## src/rtl/systolic_mul.sv

```systemverilog
`timescale 1ns/1ps
module systolic_mul #(
  parameter int W = 4
) (
  input  logic           clk,
  input  logic           rst,
  input  logic           in_valid,
  input  logic [W-1:0]   in_a,
  input  logic [W-1:0]   in_b,
  output logic           out_valid,
  output logic [2*W-1:0] out_p
);
  localparam int LAT = 3 * W;
  localparam int PW  = 2 * W;
  localparam int FW  = $clog2(LAT + 2);

  // cell (i,j) captures at edge 1+2i+j after the operands are sampled
  logic s_q  [W][W+1];
  logic c_q  [W][W];
  logic b_q  [W][W-1];
  logic a_q1 [W-1][W];
  logic a_q2 [W-1][W];
  logic a_sk [W];
  logic b_sk [W];

  for (genvar j = 0; j < W; j++) begin : g_askew
    localparam int D = j + 1;
    logic [D-1:0] sr;
    always_ff @(posedge clk)
      if (rst) sr <= '0;
      else     sr <= D'({sr, in_a[j]});
    assign a_sk[j] = sr[D-1];
  end

  for (genvar i = 0; i < W; i++) begin : g_bskew
    localparam int D = 2 * i + 1;
    logic [D-1:0] sr;
    always_ff @(posedge clk)
      if (rst) sr <= '0;
      else     sr <= D'({sr, in_b[i]});
    assign b_sk[i] = sr[D-1];
  end

  for (genvar i = 0; i < W; i++) begin : g_row
    for (genvar j = 0; j < W; j++) begin : g_cell
      logic a_in, b_in, s_in, c_in, pp;

      if (i == 0) begin : g_atop
        assign a_in = a_sk[j];
        assign s_in = 1'b0;
      end else begin : g_aup
        assign a_in = a_q2[i-1][j];
        assign s_in = s_q[i-1][j+1];
      end

      if (j == 0) begin : g_bleft
        assign b_in = b_sk[i];
        assign c_in = 1'b0;
      end else begin : g_bnbr
        assign b_in = b_q[i][j-1];
        assign c_in = c_q[i][j-1];
      end

      assign pp = a_in & b_in;

      always_ff @(posedge clk)
        if (rst) begin
          s_q[i][j] <= 1'b0;
          c_q[i][j] <= 1'b0;
        end else begin
          s_q[i][j] <= pp ^ s_in ^ c_in;
          c_q[i][j] <= (pp & s_in) | (pp & c_in) | (s_in & c_in);
        end

      if (i < W - 1) begin : g_apass
        always_ff @(posedge clk)
          if (rst) begin
            a_q1[i][j] <= 1'b0;
            a_q2[i][j] <= 1'b0;
          end else begin
            a_q1[i][j] <= a_in;
            a_q2[i][j] <= a_q1[i][j];
          end
      end

      if (j < W - 1) begin : g_bpass
        always_ff @(posedge clk)
          if (rst) b_q[i][j] <= 1'b0;
          else     b_q[i][j] <= b_in;
      end
    end

    always_ff @(posedge clk)
      if (rst) s_q[i][W] <= 1'b0;
      else     s_q[i][W] <= c_q[i][W-1];
  end

  for (genvar k = 0; k < PW; k++) begin : g_deskew
    localparam int E = (k < W - 1) ? (1 + 2 * k) : (k + W);
    localparam int D = LAT - E;
    logic src;
    logic [D-1:0] sr;
    if (k < W - 1) begin : g_early
      assign src = s_q[k][0];
    end else begin : g_last
      assign src = s_q[W-1][k-W+1];
    end
    always_ff @(posedge clk)
      if (rst) sr <= '0;
      else     sr <= D'({sr, src});
    assign out_p[k] = sr[D-1];
  end

  logic [LAT:0] vsr;
  always_ff @(posedge clk)
    if (rst) vsr <= '0;
    else     vsr <= {vsr[LAT-1:0], in_valid};
  assign out_valid = vsr[LAT];

  logic [FW-1:0] fill;
  always_ff @(posedge clk)
    if (rst)                       fill <= '0;
    else if (fill != FW'(LAT + 1)) fill <= fill + 1'b1;

  a_r5_no_early_valid: assert property (@(posedge clk) disable iff (rst)
    out_valid |-> fill == FW'(LAT + 1));

  a_r5_reset_clears: assert property (@(posedge clk) disable iff (rst)
    $past(rst) |-> (!out_valid && out_p == '0));

  a_r6_no_overflow: assert property (@(posedge clk) disable iff (rst)
    out_valid |-> out_p <= PW'((2**W - 1) * (2**W - 1)));

  a_r6_row0_top_clear: assert property (@(posedge clk) disable iff (rst)
    !s_q[0][W]);

  a_r4_valid_not_reset: assert property (@(posedge clk) disable iff (rst)
    $rose(out_valid) |-> !$past(rst));
endmodule

```

## config.mk

```make
export PLATFORM = sky130hd
export DESIGN_NAME = systolic_mul
export DESIGN_NICKNAME = d
export VERILOG_FILES = /design/src/rtl/systolic_mul.sv
export SDC_FILE = /design/constraint.sdc
export NUM_CORES = 1
export LEC_CHECK = 0
export CORE_MARGIN = 4
export CORE_UTILIZATION = 58
export DETAILED_ROUTE_END_ITERATION = 10
export HOLD_SLACK_MARGIN = 0.02
export PLACE_DENSITY = 0.77
export SYNTH_ARGS = -nofsm -noshare
export SYNTH_HDL_FRONTEND = slang
export SYNTH_SLANG_ARGS = --single-unit
```

## constraint.sdc

```tcl
create_clock -name clk -period 1.3 [get_ports clk]
set_clock_uncertainty 0.1 [all_clocks]
set_input_delay 0.26 -clock clk [delete_from_list [all_inputs] [get_ports clk]]
set_output_delay 0.26 -clock clk [all_outputs]
set_load 0.02 [all_outputs]
```

# == Word-level counts from Yosys, hierarchy flattened ==
# Memories as Yosys holds them, arrays and structs flattened. A register that Yosys moved wholly into a read port is not among the register bits.
# Index checks and enable logic that the tools add are counted.
# word_totals
register_bits,80
ramBits,72
inputBits,11
output_inout_bits,9
wordCells,259
mem_count,5
# mem_list
memory,depth,word_bits,read_ports,rd_clocked_by_memory_dff,wr,line,rtl
s_q,4,5,4,1,4,18,logic s_q [W][W+1];
c_q,4,4,4,0,4,19,logic c_q [W][W];
a_q1,3,4,3,0,3,21,logic a_q1 [W-1][W];
a_q2,3,4,3,0,3,22,logic a_q2 [W-1][W];
b_q,4,3,4,0,4,20,logic b_q [W][W-1];
# classes
n_mux,75
n_bitwise,163
# op_table
cell,count
$or 1x1->1,90
$mux 1,75
$and 1x1->1,49
$xor 1x1->1,24

# == Logic depth before layout (Yosys ltp) ==
# An unclocked memory read counts as a cell.
# depth
depth_word,6
depth_mapped,3

# == Worst setup path after synthesis ==
# No wires, ideal clock.
# synth_timing
path_type,reg2reg
from,memory s_q[0][1] (netlist bit)
to,memory s_q[1][2] (netlist bit)
setup_ps,116
arrival_time_ps,886
t_required_ps,1084
setup_slack_ps,198
stages_incl_launch_ff,4
path_buffers,0
synth_period_minus_slack_ps,1102
cell_sequence,dfxtp_1 inv_1 fa_1 nor2_1
# synth_rtl
item,line
from (decl),18

# == Worst setup path in the final report ==
# layout_timing
from,register g_deskew[1].sr[8]
to,output out_p[1]
# layout_rtl
item,line,rtl
from (decl),102,logic [D-1:0] sr;
from (signal assigned),110,"else sr <= D'({sr, src});"
to (decl),11,output logic [2*W-1:0] out_p
# No word-level cell between the ends.

==> metrics.md <==
| Metric | Value |
|---|---|
| Switching portion of total power | `0.189` |
| Worst VDD drop | `approximately 0.0012 V` |
| Kind of critical path | `reg -> out` |
| Detail Route Antenna Nets | `0` |
| Vias/cell | `about 4.3` |
| Routed Wire Length | `approximately 5.2 mm` |
| Hold path depth | `2` |
| Leak | `2.08 nW` |
| Grt total ovfl | `0` |
| Worst-path clk slew | `roughly 0.06 ns` |
| R2R Setup Slk | `approximately 0.15 ns` |
| Critical path peak fanout | `1` |
| Layout cells sized above 1 | `0.138` |
| CORE AREA | `0.00725 mm²` |
| CP top delay family | `flip-flops` |
| Synth area leader | `dfxtp_1` |
| Placed inst area | `0.00458 mm²` |
| Slowest cell on crit path | `dfxtp_2` |
| Arr. time, crit path | `0.94 ns` |
| Routed length per instance | `approximately 11 µm` |
| Status | `finished, final reports clean` |
| RSZ-0062 raised after global routing | `true` |
| Io pins | `20` |
| YS warnings | `0` |
| Max incr delay on CP | `roughly 0.32 ns` |
| FF-to-FF path depth | `3` |
| CTS Sinks | `between 100 and 150` |
| Sequence of cells on the critical path | `buf_6` |
| Clock Latency Late Sink | `~0.50 ns` |
| Hold Crit Class | `in -> reg` |
| Comb pwr share | `0.016` |
| Worst path buffer plus inverter count | `1` |
| Hpwl dp | `between 2 and 3 mm` |
| Cell Pwr Density | `1910 mW/mm²` |
| Number of max-cap violations | `0` |
| 1st-iter DRT viols | `77` |
| Most frequent cells in the layout | `139 x dfxtp_1, 128 x nor2b_1, 16 x inv_1, 16 x nor2_1, 16 x clkbuf_16` |
| Yosys cell types | `11` |
| Post-CTS setup buffers | `0` |
| Die H | `94.3 µm` |
| Clock power share | `0.529` |
| Longest Clk Path Bufs | `2` |
| GPL Wtd Cong | `between 0.6 and 0.7` |
| Final nets | `402` |
| Psw | `0.00190 W` |
| Hold Fails Final Rpt | `0` |
| First-pass GRT wire length | `roughly 9.3 mm` |
| Cell Int Power | `0.00819 W` |
| Number of remaining DRC errors | `0` |
| Initial core utilization | `0.596` |
| Min Tclk post-route | `about 1.3 ns` |
| H-Tree Depth | `4` |
| Die W | `~94 µm` |
| Setup crit start kind | `flop` |
| CTS tree | `built` |
| Worst flop-to-flop path startpoint | `s_q[1][0]$_SDFF_PP0_` |
| Most common cell after layout, fill and taps aside | `dfxtp_1` |
| Req. time, crit path | `0.94 ns` |
| CTS Buf Count | `17` |
| Port buffer count | `19` |
| Power after layout | `0.0101 W` |
| Sequential share of the synthesized area | `0.685` |
| Detailed-route via count | `2124` |
| Synth area leaders | `dfxtp_1 69%, nor2b_1 19%, fa_1 3.7%` |
| CP Capture Type | `output pin` |
| Setup violations, final | `0` |
| Diodes inserted | `0` |
| Initial antenna violation count | `0` |
| Synth Cell Area | `about 0.0043 mm²` |
| Layout area overhead | `21.9%` |
| Die area | `0.00890 mm²` |
| Hold Startpoint | `in_valid` |
| Flop pwr share | `0.455` |
| Largest net degree at the start of global routing | `40` |
| Max-slew violation count | `0` |
| Synth Register Bits | `148` |
| Post-synth top area share | `0.685` |
| Vias in the first global route | `roughly 2.1k` |
| Row count | `31` |
| Post-route clock period utilization | `0.998` |
| Slew @ Worst Pin | `~0.28 ns` |
| Final Cell Area | `0.00527 mm²` |
| Syn avg cell area | `around 12 µm²` |
| Syn Nets | `383` |
| Fmax | `just under 800 MHz` |
| Worst reg2reg path endpoint | `s_q[2][1]$_SDFF_PP0_` |
| Iteration count of the initial detailed-routing pass | `4` |
| Min-Delay Endpoint | `vsr[0]$_SDFF_PP0_` |
| Total global-route track usage | `0.140` |
| CTS root buffer | `clkbuf_8` |
| Synth Instances | `360` |
| Slew Limit Headroom | `0.816` |
## final cells by class
class	count	area, µm²
well taps	99	124
clock buffers	17	414
flip-flops and latches	148	2970
multi-input cells	172	1160
clock inverters	14	249
inverters	16	60.1
fillers	479	1980
repair buffers	24	289
## logic make-up after synthesis
family                   synth area share
adder cells (fa/ha/maj)            0.0486
buffers and inverters              0.0463
flip-flops                          0.685
AND/OR/NAND/NOR                     0.220
## repair_timing
item | in CTS | in global routing
setup endpoints to repair | 9 | 9
endpoints found under the hold margin | 10 | 0
pin swaps | 0 | 0
hold buffers | 1 | 0
resized for setup | 63 | 0
## state kept, by name, indices dropped and copies added, names as in the netlist, 12 cells and up
register     flops
g_deskew.sr     42
s_q             19
g_bskew.sr      16
vsr             13
a_q1            12
a_q2            12
b_q             12
c_q             12
## worst max-delay path by stage
stage	from	endpoint	depth (start not counted)	slack [ns]
global route	g_deskew[4].sr[3]$_SDFF_PP0_	out_p[4]	1	-0.04
floorplan	s_q[0][1]$_SDFF_PP0_	s_q[1][2]$_SDFF_PP0_	3	0.20
CTS	g_deskew[1].sr[8]$_SDFF_PP0_	out_p[1]	1	-0.02
detailed placement	g_deskew[1].sr[8]$_SDFF_PP0_	out_p[1]	1	0.04
finish	g_deskew[1].sr[8]$_SDFF_PP0_	out_p[1]	1	0.003
global placement	g_deskew[0].sr[10]$_SDFF_PP0_	out_p[0]	1	0.06
## through the flow
stage / worst slack (ns) / util / TNS, ns / cells / hold WS (ns)
2_1_floorplan: 0.198 / - / 0 / 360 / 0.288
3_3_place_gp: 0.0628 / 0.631 / 0 / 458 / 0.315
3_5_place_dp: 0.0374 / 0.631 / 0 / 458 / 0.320
4_1_cts: -0.0235 / 0.727 / -0.191 / 490 / 0.183
5_1_grt: -0.0417 / 0.727 / -0.316 / 490 / 0.184
6_report: 0.00260 / 0.727 / 0 / 490 / 0.204
## layer usage
layer  routed length, µm  global-route usage  vias up
met4                  57              0.0686        0
met5                   0                   0        -
li1                    -                   -     1107
met2                2680               0.238       26
met1                2270               0.152      983
met3                 176              0.0550        8
## power by group through the flow
| stage | registers (W) | clock network, W | logic, W |
|---|---|---|---|
| floorplan | 0.00469 | 0 | 0.0000974 |
| global placement | 0.00469 | 0 | 0.000154 |
| detailed placement | 0.00469 | 0 | 0.000157 |
| CTS | 0.00459 | 0.00545 | 0.000160 |
| global route | 0.00459 | 0.00566 | 0.000177 |
| finish | 0.00459 | 0.00534 | 0.000157 |
## synth_stat cells
cell type and instances:
inv_1 16, nand2_1 8, buf_2 16, buf_4 8
and2_1 4, nor2_1 16, fa_1 8, dfxtp_1 148
and3b_1 4, nor2b_1 128, ha_1 4
Note: power is estimated with default switching activity, not from simulation.
